### src/rtl/addr_seq_pkg.sv
package addr_seq_pkg;
  typedef enum logic {
    DIR_WR = 1'b0,
    DIR_RD = 1'b1
  } xfer_dir_e;

  localparam int unsigned WORD_AW      = 8;
  localparam int unsigned SMALL_AW     = 7;
  localparam int unsigned NUM_TGT      = 3;
  localparam int unsigned PAGE_MIN_LOG = 3;
endpackage

### src/rtl/seq_region_decode.sv
module seq_region_decode #(
  parameter int unsigned NTGT     = addr_seq_pkg::NUM_TGT,
  parameter int unsigned AW       = addr_seq_pkg::WORD_AW,
  parameter int unsigned SMALL_AW = addr_seq_pkg::SMALL_AW,
  parameter int unsigned RW       = 2
) (
  input  logic [RW-1:0] tgt_sel,
  output logic [RW-1:0] region_idx,
  output logic [AW-1:0] region_mask
);
  localparam logic [AW-1:0] FULL_MASK  = {AW{1'b1}};
  localparam logic [AW-1:0] SMALL_MASK = AW'((1 << SMALL_AW) - 1);

  logic [AW-1:0] mask_tab [NTGT];

  // last target owns the reduced region, all others the full one
  for (genvar g = 0; g < NTGT; g++) begin : g_mask
    if (g == NTGT - 1) begin : g_small
      assign mask_tab[g] = SMALL_MASK;
    end else begin : g_full
      assign mask_tab[g] = FULL_MASK;
    end
  end

  always_comb begin
    if (int'(tgt_sel) >= NTGT) region_idx = RW'(NTGT - 1);
    else                       region_idx = tgt_sel;
    region_mask = FULL_MASK;
    for (int i = 0; i < NTGT; i++)
      if (int'(region_idx) == i) region_mask = mask_tab[i];
  end
endmodule

### src/rtl/seq_page_mask.sv
module seq_page_mask #(
  parameter int unsigned AW        = addr_seq_pkg::WORD_AW,
  parameter int unsigned PLW       = 2,
  parameter int unsigned MIN_LOG   = addr_seq_pkg::PAGE_MIN_LOG
) (
  input  logic [PLW-1:0] page_len,
  output logic [AW-1:0]  page_mask
);
  localparam int unsigned NCODE = 1 << PLW;

  logic [AW-1:0] mask_tab [NCODE];

  for (genvar c = 0; c < NCODE; c++) begin : g_code
    localparam int unsigned LG = (MIN_LOG + c > AW) ? AW : MIN_LOG + c;
    assign mask_tab[c] = AW'((1 << LG) - 1);
  end

  assign page_mask = mask_tab[page_len];
endmodule

### src/rtl/seq_next_ptr.sv
module seq_next_ptr
  import addr_seq_pkg::*;
#(
  parameter int unsigned AW = WORD_AW
) (
  input  logic [AW-1:0] cur_ptr,
  input  xfer_dir_e     dir,
  input  logic [AW-1:0] page_mask,
  input  logic [AW-1:0] region_mask,
  output logic [AW-1:0] next_ptr
);
  logic [AW-1:0] inc;

  always_comb begin
    inc = cur_ptr + AW'(1);
    if (dir == DIR_WR)
      next_ptr = ((cur_ptr & ~page_mask) | (inc & page_mask)) & region_mask;
    else
      next_ptr = inc & region_mask;
  end
endmodule

### src/rtl/multi_tgt_addr_seq.sv
module multi_tgt_addr_seq
  import addr_seq_pkg::*;
#(
  parameter int unsigned AW  = WORD_AW,
  parameter int unsigned RW  = 2,
  parameter int unsigned PLW = 2,
  localparam int unsigned RAW = RW + AW
) (
  input  logic           clk,
  input  logic           rst,
  input  logic [RW-1:0]  tgt_sel,
  input  logic           ptr_load,
  input  logic [AW-1:0]  word_addr,
  input  logic           rd_dir,
  input  logic           byte_done,
  input  logic [PLW-1:0] page_len,
  output logic [RAW-1:0] ram_addr
);
  logic [RW-1:0]  region_idx;
  logic [AW-1:0]  region_mask;
  logic [AW-1:0]  page_mask;
  logic [AW-1:0]  ptr_q, ptr_d, adv_ptr;
  xfer_dir_e      dir;

  assign dir = rd_dir ? DIR_RD : DIR_WR;

  seq_region_decode #(.AW(AW), .RW(RW)) u_region (
    .tgt_sel     (tgt_sel),
    .region_idx  (region_idx),
    .region_mask (region_mask)
  );

  seq_page_mask #(.AW(AW), .PLW(PLW)) u_page (
    .page_len  (page_len),
    .page_mask (page_mask)
  );

  seq_next_ptr #(.AW(AW)) u_next (
    .cur_ptr     (ptr_q),
    .dir         (dir),
    .page_mask   (page_mask),
    .region_mask (region_mask),
    .next_ptr    (adv_ptr)
  );

  always_comb begin
    if (ptr_load)       ptr_d = word_addr & region_mask;
    else if (byte_done) ptr_d = adv_ptr;
    else                ptr_d = ptr_q;
  end

  always_ff @(posedge clk) begin
    if (rst) begin
      ptr_q    <= '0;
      ram_addr <= '0;
    end else begin
      ptr_q    <= ptr_d;
      ram_addr <= {region_idx, ptr_d & region_mask};
    end
  end


  load_value_chk: assert property (@(posedge clk) disable iff (rst)
    ptr_load |=> ptr_q == ($past(word_addr) & $past(region_mask)));


  page_fixed_bits_chk: assert property (@(posedge clk) disable iff (rst)
    (byte_done && !ptr_load && !rd_dir) |=>
      ((ptr_q & ~$past(page_mask)) == ($past(ptr_q) & ~$past(page_mask) & $past(region_mask))));


  read_step_chk: assert property (@(posedge clk) disable iff (rst)
    (byte_done && !ptr_load && rd_dir) |=>
      ptr_q == (($past(ptr_q) + AW'(1)) & $past(region_mask)));


  hold_chk: assert property (@(posedge clk) disable iff (rst)
    (!byte_done && !ptr_load) |=> ptr_q == $past(ptr_q));


  region_range_chk: assert property (@(posedge clk) disable iff (rst)
    ram_addr[RAW-1 -: RW] != RW'(3));
endmodule

### config.mk
export PLATFORM = sky130hd
export DESIGN_NAME = multi_tgt_addr_seq
export DESIGN_NICKNAME = d
export VERILOG_FILES = /design/src/rtl/addr_seq_pkg.sv /design/src/rtl/seq_region_decode.sv /design/src/rtl/seq_page_mask.sv /design/src/rtl/seq_next_ptr.sv /design/src/rtl/multi_tgt_addr_seq.sv
export SDC_FILE = /design/constraint.sdc
export NUM_CORES = 1
export LEC_CHECK = 0
export BUFFER_PORTS_ARGS = -buffer_cell sky130_fd_sc_hd__buf_2
export CAP_MARGIN = 5
export CORE_MARGIN = 2
export CORE_UTILIZATION = 44
export CTS_CLUSTER_DIAMETER = 60
export DETAILED_ROUTE_END_ITERATION = 7
export HOLD_SLACK_MARGIN = 0.05
export PLACE_DENSITY = 0.76
export SYNTH_ARGS = -nofsm -noshare
export SYNTH_HDL_FRONTEND = slang
export SYNTH_SLANG_ARGS = --single-unit
### constraint.sdc
create_clock -name clk -period 1.86 [get_ports clk]
set_input_delay 0.279 -clock clk [delete_from_list [all_inputs] [get_ports clk]]
set_output_delay 0.279 -clock clk [all_outputs]
set_load 0.005 [all_outputs]
==> impl_results.md <==
* Power Dens Cells at 711 mW/mm²
* RSZ-0062 raised after global routing: false
* Port buffer count at 26
* Slowest stage delay, CP at 0.40 ns
* Congestion Overflow GR at 0
* # DRC at 0
* Clock sinks at 11
* Synth-to-Final Area Change at 17.4%
* CP Launch Type: register
* Post-CTS setup buffers at 0
* Seq cells post-synth at 11
* Initial antenna violation count at 0
* Post-synth net total at 90
* Overall Global Routing Usage at 0.176
* TNS Setup at 0 ns
* Num CTS Buffers at 3
* H-tree Lvls at 1
* Clock transition at the registers of the reported paths at 0.07 ns
* CTS tree: yes
* Total internal power at 371 µW
* Unique cell type count in the Yosys netlist at 25
* NumNets Final at 111
* Core area at 0.00128 mm²
* Die W at 40.8 µm
* Worst Max-Slew Pin Slew at 0.343 ns
* DRT iter0 DRCs at 7
* Comb pwr share at 0.153
* DRT Pass-1 Iters at 4
* Critical-path cell list: ha_1, nand4_1, or3_1, a311oi_1
* Switching power at 127 µW
* Vias in the first global route at 462
* Die ar. at 0.00167 mm²
* Per-cell routed wire length at 10.7 µm
* DR vias at 556
* Mux contribution to synthesized area at 0.0168
* Post-Synth Simple-Gate Area at 0.270
* XOR/XNOR share of the synthesized area at 0.0587
* Adder-Cell Fraction of Synth Area at 0.0210
* Mean Syn Cell Area at 8.29 µm²
* Clock skew at 0.00110 ns
* Seq/Total Area, Yosys at 0.369
* Cts repair resizes at 0
* Post-route antenna net violation count at 0
* Routed WL at 1.14 mm
* Root Buffer: clkbuf_4
* Net Sw Frac at 0.254
* Seq pwr share at 0.528
* First element of the critical path: ram_addr[0]
* Pwr Total at 498 µW
* Slew margin rel. at 0.771
* CP required at 2.03 ns
* Fmax at 682 MHz
* Clock Path Buffers at 2
* # rows at 13
* Cell Area, Synth at 597 µm²
* Worst endpoint data arrival time at 1.64 ns
* Clk network pwr share at 0.320
* Post-Route Utilization at 0.545
* Final Max Slew Viols at 0
* Final setup fails at 0
* Outcome: finished, final reports clean
* Max-Cap Viols at 0
* Global-route wire length before repair at 1.91 mm
* Setup CP Type: register to register
* Vias per inst at 5.20
* Placed Instances at 103
* Crit path max-delay cell type: dfxtp_1
* Fin cells at 107
* Final hold slack at 0.251 ns
* Starting Density at 0.464
* Placer Congestion at 0.725
* Clock latency on the worst-skew pair at 0.26 ns
* Largest net degree at the start of global routing at 12
* Largest family of logic cells by synthesized area: simple AND/OR/NAND/NOR gates
* Hold buffers post-CTS at 0
* Layout cells sized above 1 at 0.337
* Leak at 0.304 nW
* Compound-Gate Fraction of Synth Area at 0.132
* Class of the worst hold path: primary input to register
* Final period util at 0.788
* RR Startpoint: ram_addr[0]
* Peak fanout along the critical path at 4
* Minimum clock period at 1.47 ns
* Die H at 40.8 µm
* # diodes at 0
* I/O pin cnt at 27
* YS warnings at 0
* Peak VDD IR at 0.334 mV
* CP Capture Type: register
* Synth Instances at 72
* Hold Startpoint: tgt_sel[1]
* Fill cell count at 133
* Hold Vio Cnt, Final at 0
* Dpl hpwl at 877 µm
==> cell usage in the layout, fill, tap and decap left out <==
master,synthesis,layout
a21o_2,1,1
o21ai_0,2,2
nand4b_1,1,1
dfxtp_1,11,11
or3_1,3,3
nor2_1,9,9
nor4_1,1,1
xnor2_1,3,3
nor3b_1,3,3
a21oi_1,4,4
inv_1,2,2
mux2i_1,1,1
nor2b_1,1,1
nand4_1,1,1
a211oi_1,3,3
buf_2,0,26
nor3_1,3,3
clkbuf_4,0,3
nand3_1,3,3
ha_1,1,1
clkbuf_1,2,1
xor2_1,1,1
a311oi_1,2,2
nand2_1,5,5
nand3_2,1,1
==> cells by family after synthesis <==
family                   count (synthesis)
AO/OA/AOI/OAI                           12
XOR/XNOR                                 4
adder cells (fa/ha/maj)                  1
buffers and inverters                   12
flip-flops                              11
multiplexers                             1
AND/OR/NAND/NOR                         31
==> worst paths after layout <==
path                       to  slack (ns)  cells after the start
setup / recovery  ram_addr[4]        0.39                      4
hold / removal    ram_addr[8]        0.25                      2
setup reg to reg  ram_addr[4]        0.39                      4
hold reg to reg   ram_addr[6]        0.55                      2
==> layout make-up <==
type	count	area, µm²	area share
inverter	2	7.51	0.0107
clock buffer	4	26.3	0.0375
timing repair buffer	26	130	0.186
sequential	11	220	0.314
multi-input combinational	49	298	0.425
tap	15	18.8	0.0268
==> state kept, by name, summed over array words and instances, names as in the netlist <==
signal / flops
ram_addr: 10
ptr_q: 1
==> synthesized netlist by cell type <==
cell,number,share of area
nand2_1,5,0.031
a311oi_1,2,0.029
ha_1,1,0.021
nand3_2,1,0.017
buf_6,1,0.019
nor2_1,9,0.057
xnor2_1,3,0.044
a211oi_1,3,0.038
dfxtp_1,11,0.37
nor3_1,3,0.025
mux2i_1,1,0.017
inv_1,2,0.013
clkbuf_1,2,0.013
xor2_1,1,0.015
nor4_1,1,0.010
or3_1,3,0.031
o21ai_0,2,0.017
nor3b_1,3,0.038
nand4b_1,1,0.015
buf_4,7,0.088
a21oi_1,4,0.034
nand4_1,1,0.010
nor2b_1,1,0.010
a21o_2,1,0.015
nand3_1,3,0.025
==> through the flow <==
stage	worst slack, ns	cell area (µm²)
final	0.395	701
after floorplan	0.520	597
after detailed placement	0.394	674
after CTS	0.381	701
after global placement	0.426	674
after global routing	0.271	701
==> critical path, delay by kind of cell (launching register included) <==
family / cells / cell delay [ns]
adder cells (fa/ha/maj): 1 / 0.19
AND/OR/NAND/NOR: 2 / 0.53
AO/OA/AOI/OAI: 1 / 0.25
flip-flops: 1 / 0.40
==> power by group through the flow <==
stage | sequential (mW) | clock (mW) | combinational [mW]
2_1_floorplan | 0.266 | 0 | 0.0553
3_3_place_gp | 0.268 | 0 | 0.0755
3_5_place_dp | 0.268 | 0 | 0.0764
4_1_cts | 0.263 | 0.162 | 0.0768
5_1_grt | 0.266 | 0.183 | 0.0887
6_report | 0.263 | 0.159 | 0.0761
==> routing by layer <==
| metal | global-route usage | wire [µm] |
|---|---|---|
| met1 | 0.235 | 492 |
| met2 | 0.258 | 516 |
| met4 | 0.0750 | 9 |
| met3 | 0.0543 | 125 |
| met5 | 0 | 0 |
Power figures use the tool's default switching activity.
